[src/rtl/bus_unstick_pkg.sv]
package bus_unstick_pkg;

    typedef enum logic [2:0] {
        OP_WR   = 3'd0,
        OP_RD   = 3'd1,
        OP_WAIT = 3'd2,
        OP_POLL = 3'd3,
        OP_BR   = 3'd4,
        OP_END  = 3'd5
    } op_e;

    typedef enum logic [1:0] {
        RA_CTRL = 2'd0,
        RA_STAT = 2'd1,
        RA_DATA = 2'd2
    } raddr_e;

    typedef enum logic [1:0] {
        DL_SETTLE = 2'd0,
        DL_GAP    = 2'd1,
        DL_POLL   = 2'd2
    } dly_e;

    // control register bit meanings in the byte engine
    localparam logic [7:0] CB_EN      = 8'h80;
    localparam logic [7:0] CB_MASTER  = 8'h20;
    localparam logic [7:0] CB_RESTART = 8'h04;
    localparam logic [7:0] CB_RSV     = 8'h02;

    localparam int STEP_W = 4;

    typedef struct packed {
        op_e               op;
        raddr_e            addr;
        logic [7:0]        wdata;
        dly_e              dly;
        logic              sel_irq;    // poll target: 1 irq pending, 0 bus busy
        logic              skip_last;  // on final pass jump over the gap step
        logic              loop_back;  // after this step start the next pass
        logic [STEP_W-1:0] target;     // branch target when arb-lost is clear
    } step_t;

endpackage

[src/rtl/bus_unstick_rom.sv]
module bus_unstick_rom
    import bus_unstick_pkg::*;
(
    input  logic              mode_erratum,
    input  logic [STEP_W-1:0] step,
    output step_t             cur
);

    always_comb begin
        cur = '0;
        cur.op = OP_END;
        if (!mode_erratum) begin
            case (step)
                4'd0:  begin cur.op = OP_WR;   cur.addr = RA_CTRL; cur.wdata = 8'h00; end
                4'd1:  begin cur.op = OP_WR;   cur.addr = RA_STAT; cur.wdata = 8'h00; end
                4'd2:  begin cur.op = OP_WR;   cur.addr = RA_CTRL; cur.wdata = CB_EN | CB_MASTER; end
                4'd3:  begin cur.op = OP_RD;   cur.addr = RA_DATA; end
                4'd4:  begin cur.op = OP_WAIT; cur.dly  = DL_SETTLE; end
                4'd5:  begin cur.op = OP_WR;   cur.addr = RA_CTRL; cur.wdata = CB_EN | CB_MASTER | CB_RESTART; end
                4'd6:  begin cur.op = OP_RD;   cur.addr = RA_DATA; cur.skip_last = 1'b1; end
                4'd7:  begin cur.op = OP_WAIT; cur.dly  = DL_GAP; cur.loop_back = 1'b1; end
                4'd8:  begin cur.op = OP_WR;   cur.addr = RA_CTRL; cur.wdata = CB_EN; end
                4'd9:  begin cur.op = OP_RD;   cur.addr = RA_DATA; end
                4'd10: begin cur.op = OP_WAIT; cur.dly  = DL_SETTLE; end
                4'd11: begin cur.op = OP_WR;   cur.addr = RA_CTRL; cur.wdata = 8'h00; end
                default: cur.op = OP_END;
            endcase
        end else begin
            case (step)
                4'd0:  begin cur.op = OP_WR;   cur.addr = RA_CTRL; cur.wdata = CB_EN | CB_MASTER; end
                4'd1:  begin cur.op = OP_POLL; cur.dly  = DL_POLL; end
                4'd2:  begin cur.op = OP_BR;   cur.target = 4'd11; end
                4'd3:  begin cur.op = OP_WR;   cur.addr = RA_CTRL; cur.wdata = 8'h00; end
                4'd4:  begin cur.op = OP_WR;   cur.addr = RA_CTRL; cur.wdata = CB_MASTER | CB_RSV; end
                4'd5:  begin cur.op = OP_WR;   cur.addr = RA_CTRL; cur.wdata = CB_EN | CB_MASTER | CB_RSV; end
                4'd6:  begin cur.op = OP_POLL; cur.dly  = DL_POLL; end
                4'd7:  begin cur.op = OP_RD;   cur.addr = RA_DATA; end
                4'd8:  begin cur.op = OP_POLL; cur.dly  = DL_POLL; cur.sel_irq = 1'b1; end
                4'd9:  begin cur.op = OP_WR;   cur.addr = RA_CTRL; cur.wdata = CB_EN | CB_RSV; end
                4'd11: begin cur.op = OP_RD;   cur.addr = RA_DATA; end
                4'd12: begin cur.op = OP_POLL; cur.dly  = DL_POLL; cur.sel_irq = 1'b1; end
                4'd13: begin cur.op = OP_WR;   cur.addr = RA_CTRL; cur.wdata = CB_EN; end
                default: cur.op = OP_END;
            endcase
        end
    end

endmodule

[src/rtl/bus_unstick_timer.sv]
module bus_unstick_timer #(
    parameter int CNT_W = 10
) (
    input  logic             clk,
    input  logic             rst_n,
    input  logic             clr,
    input  logic             tick,
    input  logic [CNT_W-1:0] limit,
    output logic             expire
);

    logic [CNT_W-1:0] cnt_d, cnt_q;

    always_comb begin
        cnt_d = cnt_q;
        if (clr)       cnt_d = '0;
        else if (tick) cnt_d = cnt_q + 1'b1;
    end

    always_ff @(posedge clk or negedge rst_n) begin
        if (!rst_n) cnt_q <= '0;
        else        cnt_q <= cnt_d;
    end

    assign expire = (cnt_q == limit - 1'b1);

    // a running window never counts past its limit
    a_r9_cnt_bound: assert property (@(posedge clk) disable iff (!rst_n)
        tick |-> (cnt_q < limit));

endmodule

[src/rtl/bus_unstick_seq.sv]
module bus_unstick_seq
    import bus_unstick_pkg::*;
#(
    parameter int CYC_PER_US = 4,
    parameter int PASSES     = 9,
    parameter int SETTLE_US  = 15,
    parameter int GAP_US     = 5,
    parameter int POLL_US    = 100
) (
    input  logic       clk,
    input  logic       rst_n,
    input  logic       start,
    input  logic       mode_erratum,
    input  logic       stat_busy,
    input  logic       stat_arb_lost,
    input  logic       stat_irq_pend,
    output logic       reg_wr,
    output logic       reg_rd,
    output logic [1:0] reg_addr,
    output logic [7:0] reg_wdata,
    output logic       busy,
    output logic       done,
    output logic       err
);

    localparam int SETTLE_CYC = SETTLE_US * CYC_PER_US;
    localparam int GAP_CYC    = GAP_US * CYC_PER_US;
    localparam int POLL_CYC   = POLL_US * CYC_PER_US;
    localparam int MAX_A      = (SETTLE_CYC > GAP_CYC) ? SETTLE_CYC : GAP_CYC;
    localparam int MAX_CYC    = (MAX_A > POLL_CYC) ? MAX_A : POLL_CYC;
    localparam int CNT_W      = $clog2(MAX_CYC + 1);
    localparam int PASS_W     = (PASSES > 1) ? $clog2(PASSES) : 1;
    localparam logic [PASS_W-1:0] LAST_PASS = PASS_W'(PASSES - 1);

    typedef struct packed {
        logic              run;
        logic              mode;
        logic [STEP_W-1:0] step;
        logic [PASS_W-1:0] pass;
        logic              done;
        logic              err;
    } seq_t;

    seq_t  q, d;
    step_t cur;
    logic  adv, tick, expire;
    logic  [CNT_W-1:0] limit;

    bus_unstick_rom u_rom (
        .mode_erratum (q.mode),
        .step         (q.step),
        .cur          (cur)
    );

    always_comb begin
        case (cur.dly)
            DL_SETTLE: limit = CNT_W'(SETTLE_CYC);
            DL_GAP:    limit = CNT_W'(GAP_CYC);
            default:   limit = CNT_W'(POLL_CYC);
        endcase
    end

    bus_unstick_timer #(.CNT_W(CNT_W)) u_timer (
        .clk    (clk),
        .rst_n  (rst_n),
        .clr    (adv || !q.run),
        .tick   (tick),
        .limit  (limit),
        .expire (expire)
    );

    always_comb begin
        d    = q;
        d.done = 1'b0;
        adv  = 1'b0;
        tick = 1'b0;
        if (!q.run) begin
            if (start) begin
                d.run  = 1'b1;
                d.mode = mode_erratum;
                d.step = '0;
                d.pass = '0;
                d.err  = 1'b0;
            end
        end else begin
            case (cur.op)
                OP_WR, OP_RD: begin
                    adv = 1'b1;
                    if (cur.skip_last && q.pass == LAST_PASS) d.step = q.step + 4'd2;
                    else                                      d.step = q.step + 4'd1;
                end
                OP_WAIT: begin
                    tick = 1'b1;
                    if (expire) begin
                        adv = 1'b1;
                        if (cur.loop_back) begin
                            d.step = '0;
                            d.pass = q.pass + 1'b1;
                        end else begin
                            d.step = q.step + 4'd1;
                        end
                    end
                end
                OP_POLL: begin
                    if (cur.sel_irq ? stat_irq_pend : stat_busy) begin
                        adv    = 1'b1;
                        d.step = q.step + 4'd1;
                    end else if (expire) begin
                        d.run  = 1'b0;
                        d.done = 1'b1;
                        d.err  = 1'b1;
                    end else begin
                        tick = 1'b1;
                    end
                end
                OP_BR: begin
                    adv    = 1'b1;
                    d.step = stat_arb_lost ? q.step + 4'd1 : cur.target;
                end
                default: begin
                    d.run  = 1'b0;
                    d.done = 1'b1;
                end
            endcase
        end
    end

    always_ff @(posedge clk or negedge rst_n) begin
        if (!rst_n) q <= '0;
        else        q <= d;
    end

    assign reg_wr    = q.run && (cur.op == OP_WR);
    assign reg_rd    = q.run && (cur.op == OP_RD);
    assign reg_addr  = (reg_wr || reg_rd) ? cur.addr : 2'd0;
    assign reg_wdata = reg_wr ? cur.wdata : 8'h00;
    assign busy      = q.run;
    assign done      = q.done;
    assign err       = q.err;

    a_r11_one_strobe: assert property (@(posedge clk) disable iff (!rst_n)
        !(reg_wr && reg_rd));

    a_r1_idle_quiet: assert property (@(posedge clk) disable iff (!rst_n)
        !busy |-> (!reg_wr && !reg_rd));

    a_r10_done_single: assert property (@(posedge clk) disable iff (!rst_n)
        done |=> !done);

    a_r10_busy_fall: assert property (@(posedge clk) disable iff (!rst_n)
        $fell(busy) |-> (done && !busy));

    a_r9_err_idle: assert property (@(posedge clk) disable iff (!rst_n)
        err |-> !busy);

    a_r2_mode_hold: assert property (@(posedge clk) disable iff (!rst_n)
        (busy && $past(busy)) |-> $stable(q.mode));

endmodule

[config.mk]
export PLATFORM = sky130hd
export DESIGN_NAME = bus_unstick_seq
export DESIGN_NICKNAME = d
export VERILOG_FILES = /design/src/rtl/bus_unstick_pkg.sv /design/src/rtl/bus_unstick_rom.sv /design/src/rtl/bus_unstick_timer.sv /design/src/rtl/bus_unstick_seq.sv
export SDC_FILE = /design/constraint.sdc
export NUM_CORES = 1
export LEC_CHECK = 0
export CAP_MARGIN = 20
export CORE_ASPECT_RATIO = 0.75
export CORE_MARGIN = 1.5
export CORE_UTILIZATION = 35
export DETAILED_ROUTE_END_ITERATION = 8
export DONT_BUFFER_PORTS = 1
export PLACE_DENSITY_LB_ADDON = 0.3
export SKIP_LAST_GASP = 1
export SYNTH_ARGS = -nofsm -noshare
export SYNTH_HDL_FRONTEND = slang
export SYNTH_HIERARCHICAL = 1
export SYNTH_SLANG_ARGS = --single-unit
[constraint.sdc]
create_clock -name clk -period 7.78 [get_ports clk]
set_clock_uncertainty 0.1 [all_clocks]
set_input_delay 0.389 -clock clk [delete_from_list [all_inputs] [get_ports clk]]
set_output_delay 0.389 -clock clk [all_outputs]
set_load 0.02 [all_outputs]
==> flow_metrics.py <==
metrics = {
    "logic_synthesis": {
        "netlist_area_um2": 2290,
        "synthArstFlopShare_pct": 100,
        "synth_edf_count": 0,
        "synthCells": 291,
        "synth-seq-area-share_pct": 22.9,
        "synth_top_cell_area_share_pct": 22.9,
        "ys_types": 67,
        "synth_area_leaders": "dfrtp_1 (23%), xor2_1 (5.0%), nor2_1 (4.4%)",
        "ys.flop_type": "dfrtp_1",
        "synth_largest_area_cell": "dfrtp_1",
        "ys_ff_latch": 21,
        "yosys_warnings": 6,
        "syn_avg_cell_area_um2": 7.87,
    },
    "placed_design": {
        "dpl_worst_slack_ns": 3.36,
        "gp_congestion": 0.838,
        "post-dp-hpwl_mm": 3.71,
        "io_buffers": 0,
    },
    "sta": {
        "maxSlewHeadroom_pct": 28.3,
        "post-route-period-util_pct": 57.6,
        "finalSetupTns_ns": 0,
        "hold_viol": 0,
        "fmax_mhz": 223,
        "holdWs_ns": 0.0955,
        "grt_setup_unrepaired": "no",
        "slew_viol_final": 0,
        "setup_viol": 0,
        "worst_pin_slew_ns": 1.07,
        "setup_slack_ns": 3.30,
        "fin_crit_ns": 4.48,
    },
    "floorplan": {
        "die-area_um2": 7040,
        "start_util_pct": 36.3,
        "die_w_um": 96.4,
        "rows": 25,
        "core_um2": 6320,
        "ios": 22,
        "die_h_um": 73.1,
    },
    "critical_path": {
        "worstSetupStartpoint": "q[9]",
        "r2r_cells": 18,
        "cp-start-kind": "register",
        "critPathRequiredTime_ns": 7.82,
        "endpoint_kind": "register",
        "worst-path-max-fanout": 28,
        "path_class": "reg2reg",
        "rr_endpoint": "u_timer/cnt_q[7]",
        "cp.arrival_ns": 4.53,
        "crit_path_end": "u_timer/cnt_q[7]",
        "reg2reg_slack_ns": 3.30,
        "r2r_start": "q[9]",
    },
    "global_routing": {
        "grt_pass1_wl_mm": 8.41,
        "grt_antenna_before_repair": 0,
        "first_global_vias": 1725,
        "grt_max_degree": 29,
        "track_usage_pct": 15.4,
        "gr-total-overflow": 0,
    },
    "final_layout": {
        "num_antenna_cells": 0,
        "finalNetCount": 303,
        "seq_area_um2": 526,
        "fin_util_pct": 37.7,
        "nFillCells": 674,
        "final_layout_size_suffix_gt1_share_pct": 8.65,
        "area_delta_synth_final_pct": 3.88,
        "multi_input_area_um2": 1610,
    },
    "detailed_routing": {
        "vias_per_cell": 5.40,
        "drc": 0,
        "drt_iter0_markers": 93,
        "drt-total-wl_mm": 5.12,
        "wire_per_inst_um": 13.8,
        "ant_nets": 0,
        "vias": 1997,
        "drt-pass1-iter-count": 4,
    },
    "power": {
        "power_density_nw_per_um2": 403,
        "leakagePower_nw": 0.904,
        "total_power_mw": 0.960,
        "ir_drop_mv": 0.177,
    },
    "clocking": {
        "cts_num_sinks": 21,
        "postCtsSetupRepairBufs": 0,
        "clock_latency_ns": 0.27,
        "clk_path_buf_depth": 2,
        "cts.clk_slew.worst_paths_ns": 0.08,
        "cts_tree": "done",
        "root_buffer": "clkbuf_8",
        "numCtsBuffers": 3,
        "cts-htree-levels": 1,
    },
    "run_status": {
        "status": "finished, final reports clean",
    },
    "worst_hold_path": {
        "min-delay-path-class": "in2reg",
    },
    "flow_run": {
        "max_cap_viol_count": 0,
    },
}
cell type report:
| type | count | area share, % |
|---|---|---|
| Timing Repair Buffer | 4 | 2.21 |
| Tap cell | 81 | 4.26 |
| Multi-Input combinational cell | 247 | 67.5 |
| Sequential cell | 21 | 22.1 |
| Clock inverter | 1 | 0.210 |
| Inverter | 13 | 2.05 |
| Clock buffer | 3 | 1.74 |
critical path: stages, from the launching register on:
cell       delay [ns]
dfrtp_1          0.88
nand3b_1         0.20
a21oi_1          0.08
o21a_1           0.26
nor2_1           0.47
xor2_1           0.24
xnor2_1          0.15
nand3_1          0.09
a311o_1          0.28
a221oi_2         0.31
nor2_1           0.07
a21oi_1          0.11
o21ai_0          0.08
nand2_1          0.30
o2111ai_1        0.22
nor2_1           0.20
nand3_1          0.11
xor2_1           0.14
nor2_1           0.05
metal layers:
layer / GRT usage [%] / up-vias / share of wire [%]
li1: - / 1003 / -
met1: 24.5 / 945 / 53
met2: 21.5 / 44 / 40
met3: 1.77 / 5 / 5.2
met4: 3.86 / 0 / 1.0
met5: 0 / - / 0
cell families after synthesis:
family          share of synthesized area (%)
compound gates                           22.4
xor+xnor                                 8.79
fa+ha+maj                                3.28
buf+inv                                  9.61
flops                                    22.9
mux                                      2.79
other cells                             0.491
simple gates                             29.7
what timing repair did:
| action | in CTS | in global routing |
|---|---|---|
| gates resized for setup | 0 | 0 |
| hold buffers | 1 | 0 |
| hold endpoints to repair | 21 | 0 |
metrics by stage:
| stage | cell area, µm² | std cells |
|---|---|---|
| global route | 2380 | 370 |
| floorplan | 2350 | 307 |
| global placement | 2300 | 364 |
| CTS | 2350 | 369 |
| detailed placement | 2300 | 364 |
| finish | 2380 | 370 |
synth_stat cells (2+ instances only):
cell type,count
a21boi_0,3
a21oi_1,14
a22o_1,2
a31oi_1,2
and2_1,11
and3_1,2
buf_2,7
buf_4,12
clkbuf_1,3
clkbuf_2,2
conb_1,3
dfrtp_1,21
ha_1,6
inv_1,13
mux2_2,3
mux2i_1,3
nand2_1,21
nand2b_1,13
nand3_1,5
nand3b_1,3
nand4_1,4
nand4b_1,2
nor2_1,27
nor2b_1,5
nor3_1,11
nor3b_1,4
nor4_1,2
o2111ai_1,2
o211ai_1,5
o21a_1,2
o21ai_0,13
o21ai_1,3
o221ai_1,2
o22ai_1,3
o31ai_1,3
or3_1,2
xnor2_1,10
xor2_1,13
state kept, by name (all words and copies together), names as in the netlist:
register	flops
q	9
u_timer/cnt_q	9
busy	1
done	1
err	1
layout by cell type, fill, tap and decap left out, types with 2 or more instances in the layout:
cell type and n:
nor2_1 27, nand2_1 21, dfrtp_1 21, conb_1 19, a21oi_1 14, inv_1 13, o21ai_0 13, nand2b_1 13
xor2_1 13, nor3_1 11, and2_1 11, xnor2_1 10, ha_1 6, o211ai_1 5, nand3_1 5, nor2b_1 5
nor3b_1 4, nand4_1 4, mux2i_1 3, a21boi_0 3, mux2_2 3, o31ai_1 3, nand3b_1 3, o22ai_1 3
o21ai_1 3, clkbuf_8 3, and3_1 2, o2111ai_1 2, buf_4 2, o221ai_1 2, nand4b_1 2, nor4_1 2
a31oi_1 2, o21a_1 2, a22o_1 2, or3_1 2
power by group:
| group | total, mW | leakage, nW | switching [mW] | internal [mW] |
|---|---|---|---|---|
| sequential | 0.232 | 0.278 | 0.0991 | 0.133 |
| clock | 0.0739 | 0.0255 | 0.0382 | 0.0358 |
| combinational | 0.654 | 0.601 | 0.390 | 0.264 |
worst min path at each step:
stage	from	to	slack [ns]	depth (start not counted)
finish	start	q[3]	0.1	1
detailed placement	rst_n	u_timer/cnt_q[5]	-0.006	0
global placement	rst_n	u_timer/cnt_q[6]	-0.006	0
CTS	start	q[3]	0.09	1
floorplan	rst_n	busy	-0.007	0
global route	start	q[3]	0.09	1
Note: power is estimated with default switching activity, not from simulation.
